<file path="src/rtl/alarm_irq_pkg.sv">
`timescale 1ns/1ps
package alarm_irq_pkg;
    // Configuration byte layout: bit 0 enable, bit 1 pulse mode, bit 2 polarity
    localparam int CFG_W = 3;

    typedef struct packed {
        logic pol;    // 1: active high
        logic pulse;  // 1: timed pulse, 0: hold until read
        logic en;     // 1: pin enabled
    } irq_cfg_t;
endpackage

</file>
<file path="src/rtl/alarm_field_cmp.sv">
`timescale 1ns/1ps
module alarm_field_cmp #(
    parameter int FIELD_W = 8
) (
    input  logic [FIELD_W-1:0] alarm_val,
    input  logic [FIELD_W-1:0] now_val,
    output logic               hit
);
    localparam int EXCL_BIT = FIELD_W - 1;

    logic val_eq;

    always_comb begin
        val_eq = (alarm_val[EXCL_BIT-1:0] == now_val[EXCL_BIT-1:0]);
        hit    = alarm_val[EXCL_BIT] | val_eq;
    end

    // bit EXCL_BIT of the current time is not part of the comparison
    logic now_top_unused;
    assign now_top_unused = now_val[EXCL_BIT];
endmodule

</file>
<file path="src/rtl/alarm_irq_drive.sv">
`timescale 1ns/1ps
module alarm_irq_drive
    import alarm_irq_pkg::*;
#(
    parameter int PULSE_TICKS = 7,
    localparam int CNT_W      = $clog2(PULSE_TICKS + 1)
) (
    input  logic     clk,
    input  logic     rst_n,
    input  logic     fire,
    input  logic     clear,
    input  logic     slow_tick,
    input  irq_cfg_t cfg,
    output logic     irq_pin
);
    typedef struct packed {
        logic             act;
        logic [CNT_W-1:0] cnt;
    } drv_state_t;

    drv_state_t cur_q, nxt_d;

    always_comb begin
        nxt_d = cur_q;
        if (clear) begin
            nxt_d.act = 1'b0;
            nxt_d.cnt = '0;
        end else if (cur_q.act && cfg.pulse && slow_tick) begin
            if (cur_q.cnt <= CNT_W'(1)) begin
                nxt_d.act = 1'b0;
                nxt_d.cnt = '0;
            end else begin
                nxt_d.cnt = cur_q.cnt - CNT_W'(1);
            end
        end
        if (fire && cfg.en) begin
            nxt_d.act = 1'b1;
            nxt_d.cnt = CNT_W'(PULSE_TICKS);
        end
    end

    always_ff @(posedge clk or negedge rst_n) begin
        if (!rst_n) cur_q <= '0;
        else        cur_q <= nxt_d;
    end

    assign irq_pin = cur_q.act ? cfg.pol : ~cfg.pol;
endmodule

</file>
<file path="src/rtl/alarm_irq_ctrl.sv">
`timescale 1ns/1ps
module alarm_irq_ctrl
    import alarm_irq_pkg::*;
#(
    parameter int NUM_FIELDS  = 4,
    parameter int FIELD_W     = 8,
    parameter int PULSE_TICKS = 7,
    localparam int SEL_W      = $clog2(NUM_FIELDS + 1),
    localparam int TIME_W     = NUM_FIELDS * FIELD_W,
    localparam int CNT_W      = $clog2(PULSE_TICKS + 1)
) (
    input  logic              clk,
    input  logic              rst_n,
    input  logic [TIME_W-1:0] cur_time,
    input  logic              sec_tick,
    input  logic              slow_tick,
    input  logic              cfg_wr_en,
    input  logic [SEL_W-1:0]  cfg_wr_sel,
    input  logic [FIELD_W-1:0] cfg_wr_data,
    input  logic              flags_rd,
    output logic              alarm_flag,
    output logic              irq_pin
);
    typedef struct packed {
        logic [NUM_FIELDS-1:0][FIELD_W-1:0] alarm;
        irq_cfg_t                           cfg;
        logic                               prev_hit;
        logic                               flag;
    } ctrl_state_t;

    ctrl_state_t cur_q, nxt_d;

    logic [NUM_FIELDS-1:0] field_hit;
    logic                  all_hit;
    logic                  alarm_event;

    for (genvar g = 0; g < NUM_FIELDS; g++) begin : g_cmp
        alarm_field_cmp #(.FIELD_W(FIELD_W)) u_cmp (
            .alarm_val (cur_q.alarm[g]),
            .now_val   (cur_time[g*FIELD_W +: FIELD_W]),
            .hit       (field_hit[g])
        );
    end

    always_comb begin
        nxt_d       = cur_q;
        all_hit     = &field_hit;
        alarm_event = sec_tick & all_hit & ~cur_q.prev_hit;

        if (cfg_wr_en) begin
            for (int i = 0; i < NUM_FIELDS; i++) begin
                if (cfg_wr_sel == SEL_W'(i)) nxt_d.alarm[i] = cfg_wr_data;
            end
            if (cfg_wr_sel == SEL_W'(NUM_FIELDS)) nxt_d.cfg = irq_cfg_t'(cfg_wr_data[CFG_W-1:0]);
        end

        if (sec_tick)    nxt_d.prev_hit = all_hit;
        if (flags_rd)    nxt_d.flag     = 1'b0;
        if (alarm_event) nxt_d.flag     = 1'b1;
    end

    always_ff @(posedge clk or negedge rst_n) begin
        if (!rst_n) cur_q <= '0;
        else        cur_q <= nxt_d;
    end

    alarm_irq_drive #(.PULSE_TICKS(PULSE_TICKS)) u_drive (
        .clk       (clk),
        .rst_n     (rst_n),
        .fire      (alarm_event),
        .clear     (flags_rd),
        .slow_tick (slow_tick),
        .cfg       (cur_q.cfg),
        .irq_pin   (irq_pin)
    );

    assign alarm_flag = cur_q.flag;
endmodule

</file>
<file path="config.mk">
export PLATFORM = sky130hd
export DESIGN_NAME = alarm_irq_ctrl
export DESIGN_NICKNAME = d
export VERILOG_FILES = /design/src/rtl/alarm_irq_pkg.sv /design/src/rtl/alarm_field_cmp.sv /design/src/rtl/alarm_irq_drive.sv /design/src/rtl/alarm_irq_ctrl.sv
export SDC_FILE = /design/constraint.sdc
export NUM_CORES = 1
export LEC_CHECK = 0
export ABC_AREA = 1
export ABC_CLOCK_PERIOD_IN_PS = 3700
export BUFFER_PORTS_ARGS = -buffer_cell sky130_fd_sc_hd__buf_4
export CAP_MARGIN = 0
export CORE_MARGIN = 2
export CORE_UTILIZATION = 57
export DETAILED_ROUTE_END_ITERATION = 16
export PLACE_DENSITY = 0.84
export REMOVE_ABC_BUFFERS = 1
export SYNTH_ARGS = -nofsm -noshare
export SYNTH_HDL_FRONTEND = slang
export SYNTH_SLANG_ARGS = --single-unit
</file>
<file path="constraint.sdc">
create_clock -name clk -period 3.7 [get_ports clk]
set_clock_uncertainty 0.15 [all_clocks]
set_input_delay 0.555 -clock clk [delete_from_list [all_inputs] [get_ports clk]]
set_output_delay 0.555 -clock clk [all_outputs]
set_load 0.02 [all_outputs]
</file>
==> impl_metrics.py, run 1 <==
metrics = {
    "synth": {
        "synth_cell_types": 21,
        "syn_area_per_cell_um2": 7.32,
        "synth.cell_area_um2": 2150,
        "seq_area_frac_synth": 0.478,
        "yosysWarnings": 0,
        "ys_seq_elements": 41,
        "netlist_instances": 293,
    },
    "timing": {
        "drv_slew": 0,
        "finalSetupTns_ns": 0,
        "rsz0062_at_grt": "no",
        "timing.final.crit_share": 0.485,
        "max_freq_mhz": 557,
        "final.min_clock_period_ns": 1.80,
        "setup_viol": 0,
        "worst_pin_slew_ns": 0.552,
        "hold_viol": 0,
        "slew-limit-headroom": 0.631,
        "whs_ns": 0.0706,
    },
    "outcome": {
        "outcome": "complete, no violations",
    },
    "placement": {
        "dp_hpwl_um": 3110,
        "place_congestion": 0.742,
        "io_buffers": 46,
    },
    "drt": {
        "routed_wl_um": 4250,
        "drtIter0Drc": 100,
        "via_count": 1859,
        "vias_per_cell": 4.75,
        "firstDrtPassIters": 4,
        "ant_nets": 0,
        "drcViolationCount": 0,
        "wl_per_cell_um": 10.9,
    },
    "finish": {
        "drive_gt1_frac": 0.175,
        "diodes": 0,
        "fill_cells": 307,
        "area_growth_pct": 22.8,
        "nets": 393,
    },
    "floorplanning": {
        "rows": 22,
        "fp.coreArea_um2": 3630,
        "ios": 51,
        "die_area_um2": 4270,
        "initial_core_util": 0.591,
        "chipWidth_um": 65.4,
        "die_height_um": 65.4,
    },
    "clock_network": {
        "cts_max_level": 2,
        "clk_latency_ns": 0.29,
        "postCtsHoldBufs": 0,
        "cts_tree": "done",
        "cts_resized": 0,
        "cts_max_path_buffers": 2,
        "post_cts_buffers": 0,
        "path_clk_slew_ns": 0.07,
        "cts_buffers": 5,
        "root_buffer": "clkbuf_8",
        "cts_sinks": 41,
    },
    "critical_path": {
        "critical-path-max-stage-delay_ns": 0.41,
        "critPathMaxFanout": 3,
        "cp_slowest_cell": "dfrtp_1",
        "start_kind": "flip-flop",
        "end_kind": "output port",
        "cp.required_ns": 2.99,
        "path_cells": "xnor2_1 -> buf_4",
        "arrival_ns": 1.09,
        "worstSetupPathType": "reg2out",
    },
    "global_routing": {
        "antenna_found_initial": 0,
        "grt_max_degree": 42,
        "grt-ovfl-total": 0,
        "grt_pass1_vias": 1853,
        "grt_use_total": 0.229,
        "grt_pass1_wl_um": 7400,
    },
    "pwr": {
        "cellPowerDensity_nw_per_um2": 427,
        "vdd_ir_drop_max_mv": 0.265,
        "power.leakage_nw": 1.49,
    },
    "flow_run": {
        "maxCapViolations": 0,
    },
    "hold_path": {
        "hp-class": "in2async",
    },
}
[cells in the mapped netlist (all sizes together)]
master,instances,share of area
o21ai,38,0.090
xor2,4,0.016
buf,2,0.0047
xnor2,7,0.029
nand2,105,0.18
inv,54,0.094
clkbuf,2,0.0035
o211ai,1,0.0035
o32ai,1,0.0041
nor2,23,0.044
o22ai,1,0.0029
a21oi,2,0.0047
dfrtp,41,0.48
nand4,1,0.0058
o21bai,1,0.0052
nand3,6,0.014
nor3,2,0.0047
ha,2,0.012
[sequential cells by signal (all words and copies together), names as in the netlist]
| register | count |
|---|---|
| u_drive.cur_q | 4 |
| alarm_flag | 1 |
| cur_q | 36 |
[layer usage]
layer / vias to the layer above / share of wire / GRT usage
met5: - / 0 / 0
met1: 829 / 0.43 / 0.264
met4: 0 / 0.014 / 0.0833
met3: 6 / 0.057 / 0.0548
met2: 41 / 0.49 / 0.413
li1: 983 / - / -
[cell families after synthesis]
kind of cell / synth area share
DFF: 0.478
xor gates and xnor gates: 0.0449
and+or+nand+nor: 0.252
AOI/OAI and AO/OA: 0.111
adders and majority gates: 0.0117
buffers and inverters: 0.103
[layout by cell type, fill, tap and decap left out]
cell      instances
o22ai_1           1
a21oi_1           2
nor2_2            3
nand2_1         105
xor2_1            4
o21ai_0          34
o21bai_2          1
nor2_1           20
ha_1              2
o21ai_2           1
dfrtp_1          41
buf_4            46
clkinv_2          1
o32ai_1           1
clkbuf_8          7
nor3_1            2
inv_1            54
xnor2_1           7
o21ai_1           3
nand4_2           1
o211ai_1          1
nand3_1           6
[where the power goes]
group          switching [mW]  internal [mW]  leakage (nW)
Sequential             0.0522          0.521         0.524
Combinational           0.123          0.114         0.912
Clock                   0.148          0.168        0.0542
[cell type report]
cell class              count  area [µm²]  share of cell area
flip-flops and latches     41        1030               0.389
clock inverters             1        5.00             0.00190
clock buffers               7        96.3              0.0366
repair buffers             46         345               0.131
inverters                  54         203              0.0769
multi-input cells         194         900               0.341
well taps                  48        60.1              0.0228
[per-stage QoR]
stage | power [mW] | std cells | setup WS (ns) | cell area, µm² | util
finish | 1.13 | 391 | 1.90 | 2640 | 0.725
global route | 1.20 | 391 | 1.86 | 2640 | 0.725
CTS | 1.14 | 391 | 1.90 | 2640 | 0.725
detailed placement | 0.818 | 383 | 1.86 | 2530 | 0.697
global placement | 0.805 | 383 | 1.90 | 2530 | 0.697
floorplan | 0.726 | 289 | 2.21 | 2130 | -
[final timing paths]
check	from	slack (ns)	end	depth (start not counted)
worst min-delay path	rst_n	0.07	cur_q[35]	1
worst max register to register	u_drive.cur_q[0]	2.10	u_drive.cur_q[1]	6
worst max-delay path	u_drive.cur_q[3]	1.90	irq_pin	2
min in group clk	cur_q[1]	0.30	alarm_flag	1
worst min register to register	cur_q[1]	0.30	alarm_flag	1
max in group asynchronous	rst_n	2.97	u_drive.cur_q[2]	1
[worst max-delay path, delay by kind of cell, from the launching register on]
| family | cells | cell delay (ns) |
|---|---|---|
| XOR/XNOR | 1 | 0.21 |
| buffers and inverters | 1 | 0.17 |
| flip-flops | 1 | 0.41 |
No activity file was read; power rests on OpenSTA's default activity.
==> run 2, diff against run 1 <==
--- a/config.mk
+++ b/config.mk
@@ -5,14 +5,14 @@
 export SDC_FILE = /design/constraint.sdc
 export NUM_CORES = 1
 export LEC_CHECK = 0
-export ABC_AREA = 1
-export ABC_CLOCK_PERIOD_IN_PS = 3700
+export ABC_AREA = 0
+export ABC_CLOCK_PERIOD_IN_PS = 1700
 export BUFFER_PORTS_ARGS = -buffer_cell sky130_fd_sc_hd__buf_4
 export CAP_MARGIN = 0
 export CORE_MARGIN = 2
-export CORE_UTILIZATION = 57
+export CORE_UTILIZATION = 52
 export DETAILED_ROUTE_END_ITERATION = 16
-export PLACE_DENSITY = 0.84
+export PLACE_DENSITY = 0.79
 export REMOVE_ABC_BUFFERS = 1
 export SYNTH_ARGS = -nofsm -noshare
 export SYNTH_HDL_FRONTEND = slang
==> constraint.sdc (replaced) <==
create_clock -name clk -period 1.7 [get_ports clk]
set_clock_uncertainty 0.15 [all_clocks]
set_input_delay 0.255 -clock clk [delete_from_list [all_inputs] [get_ports clk]]
set_output_delay 0.255 -clock clk [all_outputs]
set_load 0.02 [all_outputs]
==> impl_metrics.py, run 2 <==
metrics = {
    "outcome": {
        "outcome": "complete, but fails checks",
        "violations": "setup timing",
    },
    "finish": {
        "largest_reg_flops": 36,
        "fill_cells": 266,
        "top_register": "cur_q",
        "multi_input_area_um2": 950,
        "stdcell_count": 253,
        "nets": 256,
        "diodes": 0,
        "area_growth_pct": 28.6,
        "drive_gt1_frac": 0.488,
        "register_area_um2": 1030,
        "layout_common_cells": "buf_4 (51), dfrtp_1 (41), mux2_2 (35)",
        "layout_commonest_cell": "buf_4",
        "fin_util": 0.691,
    },
    "pwr": {
        "power_frac_seq": 0.517,
        "cellPowerDensity_nw_per_um2": 995,
        "p_sw_frac": 0.270,
        "comb_power_share": 0.229,
        "vdd_ir_drop_max_mv": 0.949,
        "power_mw": 2.52,
        "power.leakage_nw": 1.10,
        "p_sw_mw": 0.680,
        "clkPwrFrac": 0.254,
        "internal-power_mw": 1.84,
    },
    "timing": {
        "timing.final.crit_share": 1.19,
        "drv_slew": 0,
        "rsz0062_at_grt": "yes",
        "finalSetupTns_ns": -1.68,
        "setup_viol": 6,
        "worst_slack_ns": -0.324,
        "max_freq_mhz": 494,
        "hold_viol": 0,
        "worst_pin_slew_ns": 0.508,
        "slew-limit-headroom": 0.662,
        "final.min_clock_period_ns": 2.02,
    },
    "floorplanning": {
        "die_area_um2": 4290,
        "rows": 22,
        "fp.coreArea_um2": 3660,
        "ios": 51,
        "chipWidth_um": 65.5,
        "die_height_um": 65.5,
        "initial_core_util": 0.537,
    },
    "clock_network": {
        "cts_max_level": 2,
        "cts_tree": "done",
        "cts_max_path_buffers": 2,
        "path_clk_slew_ns": 0.07,
        "clk_latency_ns": 0.29,
        "cts_buffers": 5,
        "root_buffer": "clkbuf_8",
        "cts_sinks": 41,
    },
    "critical_path": {
        "critPathBufInv": 0,
        "cp.required_ns": 1.76,
        "path_cells": "xor2_1 -> nor4_2 -> a41oi_2 -> or4_4 -> o22ai_2",
        "crit_path_start": "cur_q[9]",
        "cp_top_family": "simple AND/OR/NAND/NOR gates",
        "end_kind": "flip-flop",
        "arrival_ns": 2.09,
        "critPathMaxFanout": 6,
        "critical-path-max-stage-delay_ns": 0.60,
        "rrSetupSlack_ns": -0.32,
        "r2r_end": "u_drive.cur_q[1]",
        "r2r-start": "cur_q[9]",
        "worstSetupPathType": "reg2reg",
        "reg2reg_depth": 5,
        "start_kind": "flip-flop",
        "cp_slowest_cell": "or4_4",
    },
    "global_routing": {
        "grt_use_total": 0.227,
        "antenna_found_initial": 0,
        "grt_pass1_vias": 1479,
        "grt_pass1_wl_um": 7030,
        "grt-ovfl-total": 0,
        "grt_max_degree": 42,
    },
    "placement": {
        "dp_cells": 245,
        "place_congestion": 0.809,
        "dp_slack_ns": -0.427,
        "io_buffers": 46,
        "dp_hpwl_um": 3090,
    },
    "synth": {
        "netlist_instances": 149,
        "synth_area_leaders": "dfrtp_1 (52%), mux2_2 (20%), xor2_1 (7.1%)",
        "ys_seq_elements": 41,
        "yosysWarnings": 0,
        "synthTopCellsByCount": "dfrtp_1 (41), mux2_2 (35), xor2_1 (16)",
        "synth_top_area_cell": "dfrtp_1",
        "synth_cell_types": 28,
        "async_reset_ff_frac": 1.00,
        "yosysTopAreaCellShare": 0.522,
        "synth_ff_type": "dfrtp_1",
        "syn_area_per_cell_um2": 13.2,
        "yosysMostFrequentCell": "dfrtp_1",
        "synth_edf_count": 0,
        "seq_area_frac_synth": 0.522,
        "synth.cell_area_um2": 1970,
    },
    "drt": {
        "drtIter0Drc": 37,
        "wl_per_cell_um": 16.5,
        "vias_per_cell": 5.43,
        "firstDrtPassIters": 4,
        "via_count": 1375,
        "routed_wl_um": 4180,
        "drcViolationCount": 0,
        "ant_nets": 0,
    },
    "hold_path": {
        "hp-class": "in2reg",
        "hold_path_end": "cur_q[1]",
        "min_path_cells": 2,
        "hp-start": "sec_tick",
    },
    "flow_run": {
        "maxCapViolations": 0,
    },
}
[run 2: cell count changes in the layout (fill, tap and decap cells not counted), sizes merged, moves of 5 or more]
| cell | previous run | this run |
|---|---|---|
| nand2 | 105 | 2 |
| xnor2 | 7 | 13 |
| buf | 46 | 51 |
| nor2 | 23 | 0 |
| xor2 | 4 | 16 |
| mux2 | 0 | 35 |
| inv | 54 | 4 |
| o21ai | 38 | 2 |
[run 2: layer usage]
metal  wire (µm)  vias to the layer above  GRT usage
met5           0                        -          0
met4          61                        0     0.0781
met2        2130                       38      0.393
met3         212                        6     0.0514
met1        1770                      681      0.280
li1            -                      650          -
[run 2: per-stage QoR]
step | instance area, µm² | hold slack (ns)
6_report | 2530 | 0.0244
5_1_grt | 2530 | 0.0345
4_1_cts | 2520 | 0.0141
3_5_place_dp | 2400 | 0.113
3_3_place_gp | 2400 | 0.102
2_1_floorplan | 1950 | -0.191
[run 2: worst max-delay path by stage]
stage               cells after the start          endpoint  slack [ns]
global placement                        5  u_drive.cur_q[0]       -0.35
detailed placement                      5  u_drive.cur_q[1]       -0.43
finish                                  5  u_drive.cur_q[1]       -0.32
floorplan                               5  u_drive.cur_q[0]       -0.21
CTS                                     5  u_drive.cur_q[1]       -0.31
global route                            5  u_drive.cur_q[1]       -0.40
[run 2: area by class of cell]
cell class | instances | share of cell area
clock buffer | 7 | 0.0341
sequential | 41 | 0.406
multi-input combinational | 101 | 0.375
tap | 48 | 0.0237
timing repair buffer | 52 | 0.155
inverter | 4 | 0.00593
[run 2: timing repair]
action | 4_1_cts | 5_1_grt
endpoints found under the setup margin | 6 | 6
hold buffers | 1 | 0
setup buffers | 0 | 0
hold endpoints to repair | 41 | 0
pin swaps | 5 | 0
resized for setup | 4 | 2
[run 2: logic make-up (layout without fill, tap and decap cells)]
| logic type | count (synthesis) | count (layout) | share of synthesized area |
|---|---|---|---|
| xor gates and xnor gates | 29 | 29 | 0.129 |
| buffers and inverters | 7 | 63 | 0.0140 |
| muxes | 35 | 35 | 0.200 |
| and+or+nand+nor | 21 | 21 | 0.0757 |
| adders and majority gates | 2 | 2 | 0.0127 |
| DFF | 41 | 41 | 0.522 |
| AOI/OAI and AO/OA | 14 | 14 | 0.0464 |
[run 2: power by group through the flow]
stage	Clock, mW	Combinational (mW)	Sequential (mW)
after global routing	0.675	0.645	1.32
final	0.639	0.577	1.30
after global placement	0	0.536	1.30
after detailed placement	0	0.556	1.32
after CTS	0.649	0.574	1.30
after floorplan	0	0.362	1.28
==> run 3, diff against run 2 <==
--- a/config.mk
+++ b/config.mk
@@ -6,13 +6,13 @@
 export NUM_CORES = 1
 export LEC_CHECK = 0
 export ABC_AREA = 0
-export ABC_CLOCK_PERIOD_IN_PS = 1700
+export ABC_CLOCK_PERIOD_IN_PS = 1800
 export BUFFER_PORTS_ARGS = -buffer_cell sky130_fd_sc_hd__buf_4
 export CAP_MARGIN = 0
 export CORE_MARGIN = 2
-export CORE_UTILIZATION = 52
+export CORE_UTILIZATION = 47
 export DETAILED_ROUTE_END_ITERATION = 16
-export PLACE_DENSITY = 0.79
+export PLACE_DENSITY = 0.75
 export REMOVE_ABC_BUFFERS = 1
 export SYNTH_ARGS = -nofsm -noshare
 export SYNTH_HDL_FRONTEND = slang
==> constraint.sdc (replaced) <==
create_clock -name clk -period 1.8 [get_ports clk]
set_clock_uncertainty 0.15 [all_clocks]
set_input_delay 0.27 -clock clk [delete_from_list [all_inputs] [get_ports clk]]
set_output_delay 0.27 -clock clk [all_outputs]
set_load 0.02 [all_outputs]
==> impl_metrics.py, run 3 (same netlist as run 2, synthesis figures left out) <==
metrics = {
    "drt": {
        "via_count": 1386,
        "wl_per_cell_um": 17.0,
        "drcViolationCount": 0,
        "firstDrtPassIters": 4,
        "routed_wl_um": 4340,
        "ant_nets": 0,
        "vias_per_cell": 5.44,
        "drtIter0Drc": 40,
    },
    "global_routing": {
        "grt-ovfl-total": 0,
        "antenna_found_initial": 0,
        "grt_max_degree": 42,
        "grt_pass1_wl_um": 6970,
        "grt_use_total": 0.212,
        "grt_pass1_vias": 1468,
    },
    "critical_path": {
        "start_kind": "flip-flop",
        "reg2reg_depth": 5,
        "worstSetupPathType": "reg2reg",
        "r2r-start": "cur_q[33]",
        "cp.required_ns": 1.87,
        "crit_path_start": "cur_q[33]",
        "arrival_ns": 2.06,
        "r2r_end": "u_drive.cur_q[1]",
        "critPathMaxFanout": 6,
        "end_kind": "flip-flop",
        "rrSetupSlack_ns": -0.20,
    },
    "timing": {
        "setup_viol": 6,
        "timing.final.crit_share": 1.11,
        "final.min_clock_period_ns": 2.00,
        "worst_pin_slew_ns": 0.514,
        "slew-limit-headroom": 0.658,
        "worst_slack_ns": -0.199,
        "max_freq_mhz": 500,
        "hold_viol": 0,
        "finalSetupTns_ns": -1.06,
        "whs_ns": 0.0397,
        "drv_slew": 0,
        "rsz0062_at_grt": "yes",
    },
    "placement": {
        "postPlaceCellArea_um2": 2390,
        "dp_hpwl_um": 3270,
        "io_buffers": 46,
        "dp_slack_ns": -0.327,
        "place_congestion": 0.783,
    },
    "hold_path": {
        "hold_path_end": "u_drive.cur_q[0]",
        "hp-start": "flags_rd",
        "hp-class": "in2reg",
        "min_path_cells": 2,
    },
    "floorplanning": {
        "chipWidth_um": 68.7,
        "initial_core_util": 0.492,
        "ios": 51,
        "fp.coreArea_um2": 4000,
        "rows": 23,
        "die_area_um2": 4720,
        "die_height_um": 68.7,
    },
    "finish": {
        "layout_common_cells": "buf_4 (50), dfrtp_1 (41), mux2_2 (35)",
        "largest_reg_flops": 36,
        "fin_area_um2": 2530,
        "layout_commonest_cell": "buf_4",
        "nets": 255,
        "drive_gt1_frac": 0.483,
        "diodes": 0,
        "area_growth_pct": 28.4,
        "fin_util": 0.632,
        "top_register": "cur_q",
    },
    "pwr": {
        "vdd_ir_drop_max_mv": 0.602,
        "cellPowerDensity_nw_per_um2": 955,
        "power.leakage_nw": 1.11,
    },
    "clock_network": {
        "cts_max_level": 2,
        "cts_buffers": 5,
        "path_clk_slew_ns": 0.07,
        "cts_sinks": 41,
        "cts_tree": "done",
        "clk_latency_ns": 0.29,
        "cts_max_path_buffers": 2,
        "root_buffer": "clkbuf_8",
    },
    "outcome": {
        "violations": "setup timing",
        "outcome": "complete, but fails checks",
    },
    "flow_run": {
        "maxCapViolations": 0,
    },
}
## run 3: cell types whose count changed in the layout (fill, tap and decap cells not counted), sizes merged
cell	delta
clkinv	+1
buf	-1
## run 3: worst max path at each step
stage / slack [ns] / cells after the start / to
after global routing: -0.24 / 5 / u_drive.cur_q[1]
after CTS: -0.23 / 5 / u_drive.cur_q[3]
after floorplan: -0.11 / 5 / u_drive.cur_q[0]
after detailed placement: -0.33 / 5 / u_drive.cur_q[1]
after global placement: -0.26 / 5 / u_drive.cur_q[1]
final: -0.20 / 5 / u_drive.cur_q[1]
## run 3: per-layer routing
metal  vias to the layer above  wire length [µm]  global-route usage
li1                        647                 -                   -
met1                       689              1790               0.256
met2                        42              2250               0.359
met3                         8               178              0.0455
met4                         0               113               0.100
met5                         -                 0                   0
## run 3: final cells by class
type / instances / area (µm²)
Inverter: 4 / 15.0
Timing Repair Buffer: 51 / 385
Tap cell: 50 / 62.6
Multi-Input combinational cell: 101 / 936
Clock buffer: 7 / 96.3
Fill cell: 319 / 1470
Clock inverter: 1 / 5.00
Sequential cell: 41 / 1030
## run 3: worst max-delay path, cell delays in order, from the launching register on
cell and delay [ns]:
dfrtp_1 0.40, xor2_1 0.15, nor4_2 0.30, a41oi_1 0.17, or4_4 0.59, o22ai_2 0.16
## run 3: through the flow
| step | std cells | power, mW |
|---|---|---|
| floorplan | 146 | 1.55 |
| global placement | 246 | 1.74 |
| detailed placement | 246 | 1.78 |
| CTS | 255 | 2.43 |
| global route | 255 | 2.55 |
| finish | 255 | 2.41 |
## run 3: what timing repair did
action / in CTS / in global routing
buffers inserted: 0 / 0
hold buffers: 1 / 0
endpoints found under the hold margin: 41 / 0
pin swaps: 5 / 3
resized for setup: 3 / 1
setup endpoints to repair: 6 / 6
## run 3: where the power goes
part	switching [mW]	leakage, nW	internal, mW
logic	0.216	0.548	0.324
clock network	0.297	0.0542	0.346
registers	0.127	0.503	1.10
total	0.641	1.11	1.77
